===== src/rtl/adc_sout_pkg.sv =====
package adc_sout_pkg;

    // Frame sections of the serial output sequence.
    typedef enum logic [2:0] {
        ST_IDLE = 3'd0,
        ST_LEAD = 3'd1,
        ST_DATA = 3'd2,
        ST_SUB  = 3'd3,
        ST_TAIL = 3'd4
    } sout_state_e;

    // Index of each pin inside the synchroniser vector.
    localparam int PIN_CS   = 0;
    localparam int PIN_SCLK = 1;
    localparam int N_PINS   = 2;

endpackage


===== src/rtl/adc_sout_sync.sv =====
module adc_sout_sync #(
    parameter int              N_SIG   = 2,
    parameter int              STAGES  = 2,
    parameter logic [N_SIG-1:0] RST_VAL = '0
) (
    input  logic             clk,
    input  logic             rst_n,
    input  logic [N_SIG-1:0] pin_in,
    output logic [N_SIG-1:0] lvl,
    output logic [N_SIG-1:0] lvl_d
);

    for (genvar g = 0; g < N_SIG; g++) begin : g_pin
        logic [STAGES-1:0] chain;
        logic              hold;

        always_ff @(posedge clk or negedge rst_n) begin
            if (!rst_n) begin
                chain <= {STAGES{RST_VAL[g]}};
                hold  <= RST_VAL[g];
            end else begin
                if (STAGES > 1) begin
                    chain <= {chain[STAGES-2:0], pin_in[g]};
                end else begin
                    chain <= pin_in[g];
                end
                hold <= chain[STAGES-1];
            end
        end

        assign lvl[g]   = chain[STAGES-1];
        assign lvl_d[g] = hold;
    end

endmodule


===== src/rtl/adc_sout_frame.sv =====
module adc_sout_frame #(
    parameter int LEAD_W = 8,
    parameter int RES_W  = 14,
    parameter int SUB_W  = 2,
    parameter int CNT_W  = 5
) (
    input  logic             clk,
    input  logic             rst_n,
    input  logic             load,
    input  logic             shift,
    input  logic [RES_W-1:0] sample,
    input  logic [SUB_W-1:0] sub_bits,
    output logic             head_bit,
    output logic [CNT_W-1:0] cnt
);

    localparam int               FRAME_W = LEAD_W + RES_W + SUB_W;
    localparam logic [CNT_W-1:0] FRAME_C = CNT_W'(FRAME_W);

    logic [FRAME_W-1:0] shreg;
    logic [FRAME_W-1:0] load_word;

    // Leading zeros occupy the top of the word; zeros also fill from below.
    assign load_word = {{LEAD_W{1'b0}}, sample, sub_bits};

    always_ff @(posedge clk or negedge rst_n) begin
        if (!rst_n) begin
            shreg <= '0;
            cnt   <= '0;
        end else if (load) begin
            shreg <= load_word;
            cnt   <= '0;
        end else if (shift) begin
            shreg <= {shreg[FRAME_W-2:0], 1'b0};
            if (cnt != FRAME_C) begin
                cnt <= cnt + 1'b1;
            end
        end
    end

    assign head_bit = shreg[FRAME_W-1];

endmodule


===== src/rtl/adc_sout_fsm.sv =====
module adc_sout_fsm
    import adc_sout_pkg::*;
#(
    parameter int LEAD_W = 8,
    parameter int RES_W  = 14,
    parameter int SUB_W  = 2,
    parameter int CNT_W  = 5
) (
    input  logic             clk,
    input  logic             rst_n,
    input  logic             cs_lvl,
    input  logic             cs_fall,
    input  logic             sclk_fall,
    input  logic [CNT_W-1:0] cnt,
    output sout_state_e      state,
    output logic             load,
    output logic             shift,
    output logic             drive,
    output logic             zero_sel
);

    localparam int               FRAME_W    = LEAD_W + RES_W + SUB_W;
    localparam logic [CNT_W-1:0] LEAD_C     = CNT_W'(LEAD_W);
    localparam logic [CNT_W-1:0] DATA_END_C = CNT_W'(LEAD_W + RES_W);
    localparam logic [CNT_W-1:0] FRAME_C    = CNT_W'(FRAME_W);

    sout_state_e      state_nxt;
    logic [CNT_W-1:0] cnt_after;

    function automatic sout_state_e section_of(input logic [CNT_W-1:0] c);
        if (c < LEAD_C) begin
            return ST_LEAD;
        end else if (c < DATA_END_C) begin
            return ST_DATA;
        end else if (c < FRAME_C) begin
            return ST_SUB;
        end
        return ST_TAIL;
    endfunction

    assign cnt_after = (cnt == FRAME_C) ? cnt : cnt + 1'b1;

    // State register.
    always_ff @(posedge clk or negedge rst_n) begin
        if (!rst_n) begin
            state <= ST_IDLE;
        end else begin
            state <= state_nxt;
        end
    end

    // Transitions: T_START, T_ABORT, section advances, T_HOLD.
    always_comb begin
        state_nxt = state;
        unique case (state)
            ST_IDLE: begin
                if (cs_fall) begin
                    state_nxt = section_of('0);
                end
            end
            ST_LEAD, ST_DATA, ST_SUB: begin
                if (cs_lvl) begin
                    state_nxt = ST_IDLE;
                end else if (sclk_fall) begin
                    state_nxt = section_of(cnt_after);
                end
            end
            ST_TAIL: begin
                if (cs_lvl) begin
                    state_nxt = ST_IDLE;
                end
            end
            default: state_nxt = ST_IDLE;
        endcase
    end

    // Per-state controls.
    always_comb begin
        load     = 1'b0;
        shift    = 1'b0;
        drive    = 1'b0;
        zero_sel = 1'b1;
        unique case (state)
            ST_IDLE: begin
                load = cs_fall;
            end
            ST_LEAD, ST_DATA, ST_SUB: begin
                drive    = 1'b1;
                zero_sel = 1'b0;
                shift    = sclk_fall & ~cs_lvl;
            end
            ST_TAIL: begin
                drive = 1'b1;
            end
            default: begin
                drive = 1'b0;
            end
        endcase
    end

endmodule


===== src/rtl/adc_serial_out.sv =====
module adc_serial_out
    import adc_sout_pkg::*;
#(
    parameter int LEAD_W      = 8,
    parameter int RES_W       = 14,
    parameter int SUB_W       = 2,
    parameter int SYNC_STAGES = 2
) (
    input  logic             clk,
    input  logic             rst_n,
    input  logic             cs_n,
    input  logic             sclk,
    input  logic [RES_W-1:0] sample,
    input  logic [SUB_W-1:0] sub_bits,
    output logic             dout,
    output logic             dout_oe
);

    localparam int FRAME_W = LEAD_W + RES_W + SUB_W;
    localparam int CNT_W   = $clog2(FRAME_W + 1);

    logic [N_PINS-1:0] pins;
    logic [N_PINS-1:0] pins_lvl;
    logic [N_PINS-1:0] pins_lvl_d;
    logic              cs_lvl;
    logic              cs_fall;
    logic              sclk_fall;
    logic [CNT_W-1:0]  cnt;
    logic              head_bit;
    logic              load;
    logic              shift;
    logic              drive;
    logic              zero_sel;
    sout_state_e       state;

    assign pins[PIN_CS]   = cs_n;
    assign pins[PIN_SCLK] = sclk;

    // Chip select idles high, serial clock idles low.
    adc_sout_sync #(
        .N_SIG   (N_PINS),
        .STAGES  (SYNC_STAGES),
        .RST_VAL (N_PINS'(1) << PIN_CS)
    ) u_sync (
        .clk    (clk),
        .rst_n  (rst_n),
        .pin_in (pins),
        .lvl    (pins_lvl),
        .lvl_d  (pins_lvl_d)
    );

    assign cs_lvl    = pins_lvl[PIN_CS];
    assign cs_fall   = pins_lvl_d[PIN_CS]   & ~pins_lvl[PIN_CS];
    assign sclk_fall = pins_lvl_d[PIN_SCLK] & ~pins_lvl[PIN_SCLK];

    adc_sout_fsm #(
        .LEAD_W (LEAD_W),
        .RES_W  (RES_W),
        .SUB_W  (SUB_W),
        .CNT_W  (CNT_W)
    ) u_fsm (
        .clk       (clk),
        .rst_n     (rst_n),
        .cs_lvl    (cs_lvl),
        .cs_fall   (cs_fall),
        .sclk_fall (sclk_fall),
        .cnt       (cnt),
        .state     (state),
        .load      (load),
        .shift     (shift),
        .drive     (drive),
        .zero_sel  (zero_sel)
    );

    adc_sout_frame #(
        .LEAD_W (LEAD_W),
        .RES_W  (RES_W),
        .SUB_W  (SUB_W),
        .CNT_W  (CNT_W)
    ) u_frame (
        .clk      (clk),
        .rst_n    (rst_n),
        .load     (load),
        .shift    (shift),
        .sample   (sample),
        .sub_bits (sub_bits),
        .head_bit (head_bit),
        .cnt      (cnt)
    );

    assign dout_oe = drive;
    assign dout    = drive & ~zero_sel & head_bit;

endmodule


===== config.mk =====
export PLATFORM = sky130hd
export DESIGN_NAME = adc_serial_out
export DESIGN_NICKNAME = d
export VERILOG_FILES = /design/src/rtl/adc_sout_pkg.sv /design/src/rtl/adc_sout_sync.sv /design/src/rtl/adc_sout_frame.sv /design/src/rtl/adc_sout_fsm.sv /design/src/rtl/adc_serial_out.sv
export SDC_FILE = /design/constraint.sdc
export NUM_CORES = 1
export LEC_CHECK = 0
export BUFFER_PORTS_ARGS = -buffer_cell sky130_fd_sc_hd__buf_4
export CORE_ASPECT_RATIO = 1.5
export CORE_MARGIN = 4
export CORE_UTILIZATION = 33
export DETAILED_ROUTE_END_ITERATION = 7
export SLEW_MARGIN = 20
export SYNTH_ARGS = -nofsm -noshare
export SYNTH_HDL_FRONTEND = slang
export SYNTH_SLANG_ARGS = --single-unit

===== constraint.sdc =====
create_clock -name clk -period 2.7 [get_ports clk]
set_input_delay 0.81 -clock clk [delete_from_list [all_inputs] [get_ports clk]]
set_output_delay 0.81 -clock clk [all_outputs]
set_load 0.03 [all_outputs]

==> impl_metrics.tcl, run 1 <==
set metrics [dict create \
    status "complete, no violations" \
    postSynth.asyncResetShare 1.00 \
    p_switching_mw 0.470 \
    drt_iter0_drc 27 \
    port-buffer-count 21 \
    core_um2 5200 \
    layout.nets 206 \
    synth_fp_nets 186 \
    ys_seq_area_frac 0.536 \
    switching_share 0.302 \
    grt_max_degree 39 \
    power.density_nw_per_um2 755 \
    cts_buffers 5 \
    hold_class "register to register" \
    yosysTopAreaCell "dfrtp_1" \
    grt_pass1_wl_mm 5.85 \
    synthTopCellsByArea "dfrtp_1 (49%), nand2_1 (6.7%), a22oi_1 (5.5%)" \
    required_ns 1.89 \
    seq_power_share 0.529 \
    layout_min_cycle_time_ns 2.28 \
    slew_viol_final 0 \
    syn_avg_cell_area_um2 11.1 \
    yosysTopAreaCellShare 0.492 \
    slowest_delay_ns 0.40 \
    critPathArrivalTime_ns 1.47 \
    cts_resized 0 \
    syn-cell-area_um2 1780 \
    cts.clk_slew.worst_paths_ns 0.07 \
    cp_slowest_cell "dfrtp_1" \
    via_per_inst 4.96 \
    vias 1236 \
    grt.total_usage 0.115 \
    antenna_left 0 \
    netlist_instances 160 \
    firstDrtPassIters 4 \
    cap_violations 0 \
    drt_wl_total_mm 3.31 \
    finClkSkew_ns 0.00377 \
    yosys-top-cells-count "dfrtp_1 (35), nand2_1 (32), a22oi_1 (13)" \
    synth_warnings 0 \
    placementRows 32 \
    worst_hold_slack_ns 0.350 \
    cts_root_buffer "clkbuf_8" \
    relSlewSlack 0.551 \
    rsz0062_at_grt "no" \
    post_cts_buffers 0 \
    die_x_um 68.0 \
    drc_errors 0 \
    setup_viol 0 \
    h-tree-depth 2 \
    diodes 0 \
    end_kind "output pin" \
    io_pins 22 \
    power.leakage_nw 0.998 \
    grt_pass1_vias 1237 \
    max-clock-path-buffers 2 \
    crit_path_cell_trace "or2_1 -> and3_2 -> buf_4" \
    cts_tree "yes" \
    fillers 529 \
    finalSetupTns_ns 0 \
    dp_hpwl_mm 2.27 \
    vdd_drop_max_v 0.000452 \
    synth_edf_count 0 \
    fmax_mhz 440 \
    die_h_um 98.0 \
    cp_top_family "simple AND/OR/NAND/NOR gates" \
    clkPwrFrac 0.256 \
    routed_wire_length_per_instance_um 13.3 \
    yosys.cell_count.top_type "dfrtp_1" \
    dieArea_um2 6660 \
    cp-start-kind "register" \
    reg2reg_setup_slack_ns 0.65 \
    gp_congestion 0.675 \
    synth_cell_type_count 37 \
    cts.sinks 38 \
    ctsHoldBuffers 0 \
    p_comb_frac 0.215 \
    syn2layout_area_growth_pct 15.8 \
    internal-power_mw 1.09 \
    start_util 0.342 \
    critPathKind "register to output pin" \
    ys_seq_elements 38 \
    tightest_slew_ns 0.674 \
    fin_crit_sh 0.843 \
    clk_latency_ns 0.28 \
    synthFlopType "dfrtp_1" \
    antenna_found_initial 0 \
    drive_gt1_frac 0.227 \
    hold_viol_final 0 \
    overflow 0 \
    path_buf_inv 1 \
    utilization 0.396 \
    cp_max_fo 11 \
]
[flip-flops by register name (all words and copies together) (netlist names)]
name	count
u_frame.cnt	5
u_frame.shreg	24
u_fsm.state	3
u_sync.g_pin.chain	4
u_sync.g_pin.hold	2
[cells in the final DEF, fill, tap and decap left out, drive strengths merged, types with 2 or more instances in the layout]
cell    netlist  final
a22oi        13     13
mux2i         6      6
dfrtp        35     35
buf           9     22
nand4         3      3
xnor2         3      3
nand3         4      4
xor2          2      2
and2          3      3
nand2        32     32
nor2          5      5
a22o          9      9
dfstp         3      3
clkbuf        0      6
o21ai         2      2
ha            6      6
and4          2      2
inv           6      6
[worst paths after layout]
check / start / end / cells after the start
worst max-delay path: u_fsm.state[1]$_DFFE_PN0P_ / dout / 3
worst min-delay path: u_sync.g_pin[1].chain[0]$_DFF_PN0_ / u_sync.g_pin[1].chain[1]$_DFF_PN0_ / 0
worst max register to register: u_frame.cnt[1]$_DFFE_PN0P_ / u_fsm.state[0]$_DFFE_PN0P_ / 9
worst min register to register: u_sync.g_pin[1].chain[0]$_DFF_PN0_ / u_sync.g_pin[1].chain[1]$_DFF_PN0_ / 0
max in group asynchronous: rst_n / u_sync.g_pin[0].chain[0]$_DFF_PN1_ / 1
min in group asynchronous: rst_n / u_frame.shreg[10]$_DFFE_PN0P_ / 1
[cell type report]
type | count | area (um^2) | area share
Tap cell | 68 | 85.1 | 0.0413
Clock buffer | 6 | 82.6 | 0.0400
Inverter | 6 | 22.5 | 0.0109
Multi-Input combinational cell | 107 | 739 | 0.359
Sequential cell | 38 | 955 | 0.463
Timing Repair Buffer | 22 | 165 | 0.0801
Clock inverter | 2 | 12.5 | 0.00607
[per-stage QoR]
stage	setup slack, ns	cell area, um^2	cells	total power [mW]
floorplan	0.809	1780	160	1.08
global placement	0.694	1970	241	1.17
detailed placement	0.674	1970	241	1.17
CTS	0.409	2060	249	1.58
global route	0.347	2060	249	1.67
finish	0.425	2060	249	1.56
[routing by layer]
metal  global-route usage  share of wire  up-vias
li1                     -              -      608
met1                0.140           0.42      595
met2                0.183           0.51       24
met3               0.0207          0.028        9
met4               0.0689          0.038        0
met5                    0              0        -
[power groups by stage]
stage	logic, mW	registers (mW)	clock network [mW]
after global placement	0.333	0.832	0
after global routing	0.393	0.845	0.437
after CTS	0.342	0.825	0.417
after detailed placement	0.338	0.834	0
after floorplan	0.266	0.809	0
final	0.335	0.824	0.398
[logic make-up (layout without fill, tap and decap cells)]
group,count (synthesis),after routing,share of synthesized area
compound gates,31,31,0.138
xor+xnor,5,5,0.0246
fa+ha+maj,6,6,0.0422
buf+inv,15,36,0.0485
flops,38,38,0.536
mux,7,7,0.0422
simple gates,58,58,0.168
Power figures use the tool's default switching activity.
==> inputs of run 2 (changes only) <==
==> constraint.sdc (replaced) <==
create_clock -name clk -period 2 [get_ports clk]
set_input_delay 0.6 -clock clk [delete_from_list [all_inputs] [get_ports clk]]
set_output_delay 0.6 -clock clk [all_outputs]
set_load 0.03 [all_outputs]
==> run 2 against run 1 <==
Effect of this change:
- final area grew 7.8%
- hold slack got worse by 0.092 ns
- critical path depth is 6 higher
- flip-flop and latch count unchanged
- final cell count rose by 4.4%
- clock skew shrank 0.0011 ns
- sequential share of layout area fell by 3.3 points
- combinational power is 53% higher
- clock power is 63% higher
- die area did not move
- critical path type is now register to register
==> impl_metrics.tcl, run 2 (synthesis results as in run 1) <==
set metrics [dict create \
    grt_pass1_vias 1349 \
    rsz0062_at_grt "yes" \
    rr_worst_depth 9 \
    multi_input_area_um2 802 \
    tightest_slew_ns 0.481 \
    reg2reg_setup_slack_ns 0.03 \
    top_register "u_frame.shreg" \
    drive_gt1_frac 0.323 \
    antenna_left 0 \
    reg2reg_from "u_frame.cnt[1]$_DFFE_PN0P_" \
    end_kind "register" \
    vias 1283 \
    syn2layout_area_growth_pct 24.8 \
    layout_min_cycle_time_ns 1.97 \
    relSlewSlack 0.679 \
    core_um2 5200 \
    start_util 0.342 \
    cts_root_buffer "clkbuf_8" \
    firstDrtPassIters 5 \
    status "complete, no violations" \
    m1WireLength_mm 1.53 \
    cap_violations 0 \
    dp_hpwl_mm 2.34 \
    gp_congestion 0.727 \
    layout.nets 217 \
    reg_top3 "u_frame.shreg x24, u_frame.cnt x5, u_sync.g_pin.chain x4" \
    cts_tree "yes" \
    final_cell_mix "dfrtp_1 (34), buf_4 (33), nand2_1 (32)" \
    wl_met3_um 77 \
    grt.total_usage 0.116 \
    cts.sinks 38 \
    critPathKind "register to register" \
    cts_buffers 5 \
    finClkSkew_ns 0.00269 \
    drt_iter0_drc 12 \
    diodes 0 \
    dieArea_um2 6660 \
    fin_area_um2 2220 \
    drc_errors 0 \
    power.density_nw_per_um2 1020 \
    fin_ws_ns 0.0284 \
    slew_viol_final 0 \
    clk_latency_ns 0.29 \
    final_common_cell "dfrtp_1" \
    antenna_found_initial 0 \
    cts.clk_slew.worst_paths_ns 0.08 \
    grt_max_degree 39 \
    pre_cts_ws_ns -0.00777 \
    cp-start-kind "register" \
    fin_crit_sh 0.986 \
    die_h_um 98.0 \
    grt_pass1_wl_mm 5.98 \
    die_x_um 68.0 \
    placementRows 32 \
    vdd_drop_max_v 0.000565 \
    hold_class "input port to asynchronous set/reset pin" \
    dr_wl_met2_mm 1.80 \
    fillers 527 \
    h-tree-depth 2 \
    power.leakage_nw 1.08 \
    seq_area_um2 956 \
    routed_wire_length_per_instance_um 13.3 \
    largest_register_ffs 24 \
    max-clock-path-buffers 2 \
    via_per_inst 4.93 \
    required_ns 2.24 \
    io_pins 22 \
    reg2reg_to "u_fsm.state[0]$_DFFE_PN0P_" \
    ctsHoldBuffers 0 \
    fmax_mhz 507 \
    highest_layer "met4" \
    dpl_cell_area_um2 2020 \
    drt_wl_total_mm 3.47 \
    setup_viol 0 \
    port-buffer-count 21 \
    critPathArrivalTime_ns 2.21 \
    overflow 0 \
    cp_max_fo 4 \
    hold_viol_final 0 \
]
==> run 2: cell types whose count changed in the layout (fill, tap and decap cells not counted), sizes merged <==
cell	change
buf	+11
bufinv	+1
clkinvlp	-1
clkbuf	-1
clkinv	+1
==> run 2: power by group <==
group	switching [mW]	leakage, nW	internal (mW)
Clock	0.280	0.0579	0.367
Combinational	0.264	0.537	0.251
Sequential	0.132	0.482	0.983
Total	0.675	1.08	1.60
==> run 2: routing by layer <==
layer | track usage | vias to the layer above
met3 | 0.0207 | 4
met1 | 0.142 | 636
met5 | 0 | -
met4 | 0.0567 | 0
li1 | - | 624
met2 | 0.190 | 19
==> run 2: stage by stage <==
step           hold slack [ns]   util  TNS (ns)  total power [mW]  instances
2_1_floorplan            0.304      -         0              1.45        160
3_3_place_gp             0.335  0.388         0              1.61        248
3_5_place_dp             0.341  0.388  -0.00777              1.62        248
4_1_cts                  0.279  0.409         0              2.27        256
5_1_grt                  0.297  0.427   -0.0813              2.43        260
6_report                 0.257  0.427         0              2.28        260
==> run 2: final cells by class <==
class	count	area share
multi-input combinational	107	0.361
clock buffer	5	0.0310
inverter	6	0.0101
sequential	38	0.430
timing repair buffer	33	0.111
clock inverter	3	0.0180
tap	68	0.0383
==> run 2: worst max path at each step <==
stage,from,endpoint,slack (ns),cells after the start
finish,u_frame.cnt[1]$_DFFE_PN0P_,u_fsm.state[0]$_DFFE_PN0P_,0.03,9
global route,u_frame.cnt[1]$_DFFE_PN0P_,u_fsm.state[0]$_DFFE_PN0P_,-0.08,9
CTS,u_fsm.state[2]$_DFFE_PN0P_,dout,0.01,3
detailed placement,u_frame.cnt[1]$_DFFE_PN0P_,u_fsm.state[0]$_DFFE_PN0P_,-0.008,9
global placement,u_frame.cnt[1]$_DFFE_PN0P_,u_fsm.state[0]$_DFFE_PN0P_,0.07,9
floorplan,u_frame.cnt[1]$_DFFE_PN0P_,u_fsm.state[0]$_DFFE_PN0P_,0.11,9
==> run 2: critical path: stages (launching register included) <==
cell	delay, ns
dfrtp_1	0.40
ha_2	0.22
nand3_4	0.10
xor2_4	0.17
inv_2	0.10
ha_4	0.13
and4b_1	0.17
nor3_1	0.04
a2111oi_1	0.39
o22a_2	0.19
==> run 2: repair_timing <==
action,4_1_cts,5_1_grt
pin swaps,1,4
buffers inserted,0,4
cloned,0,0
resized for setup,1,13
endpoints found under the setup margin,1,3
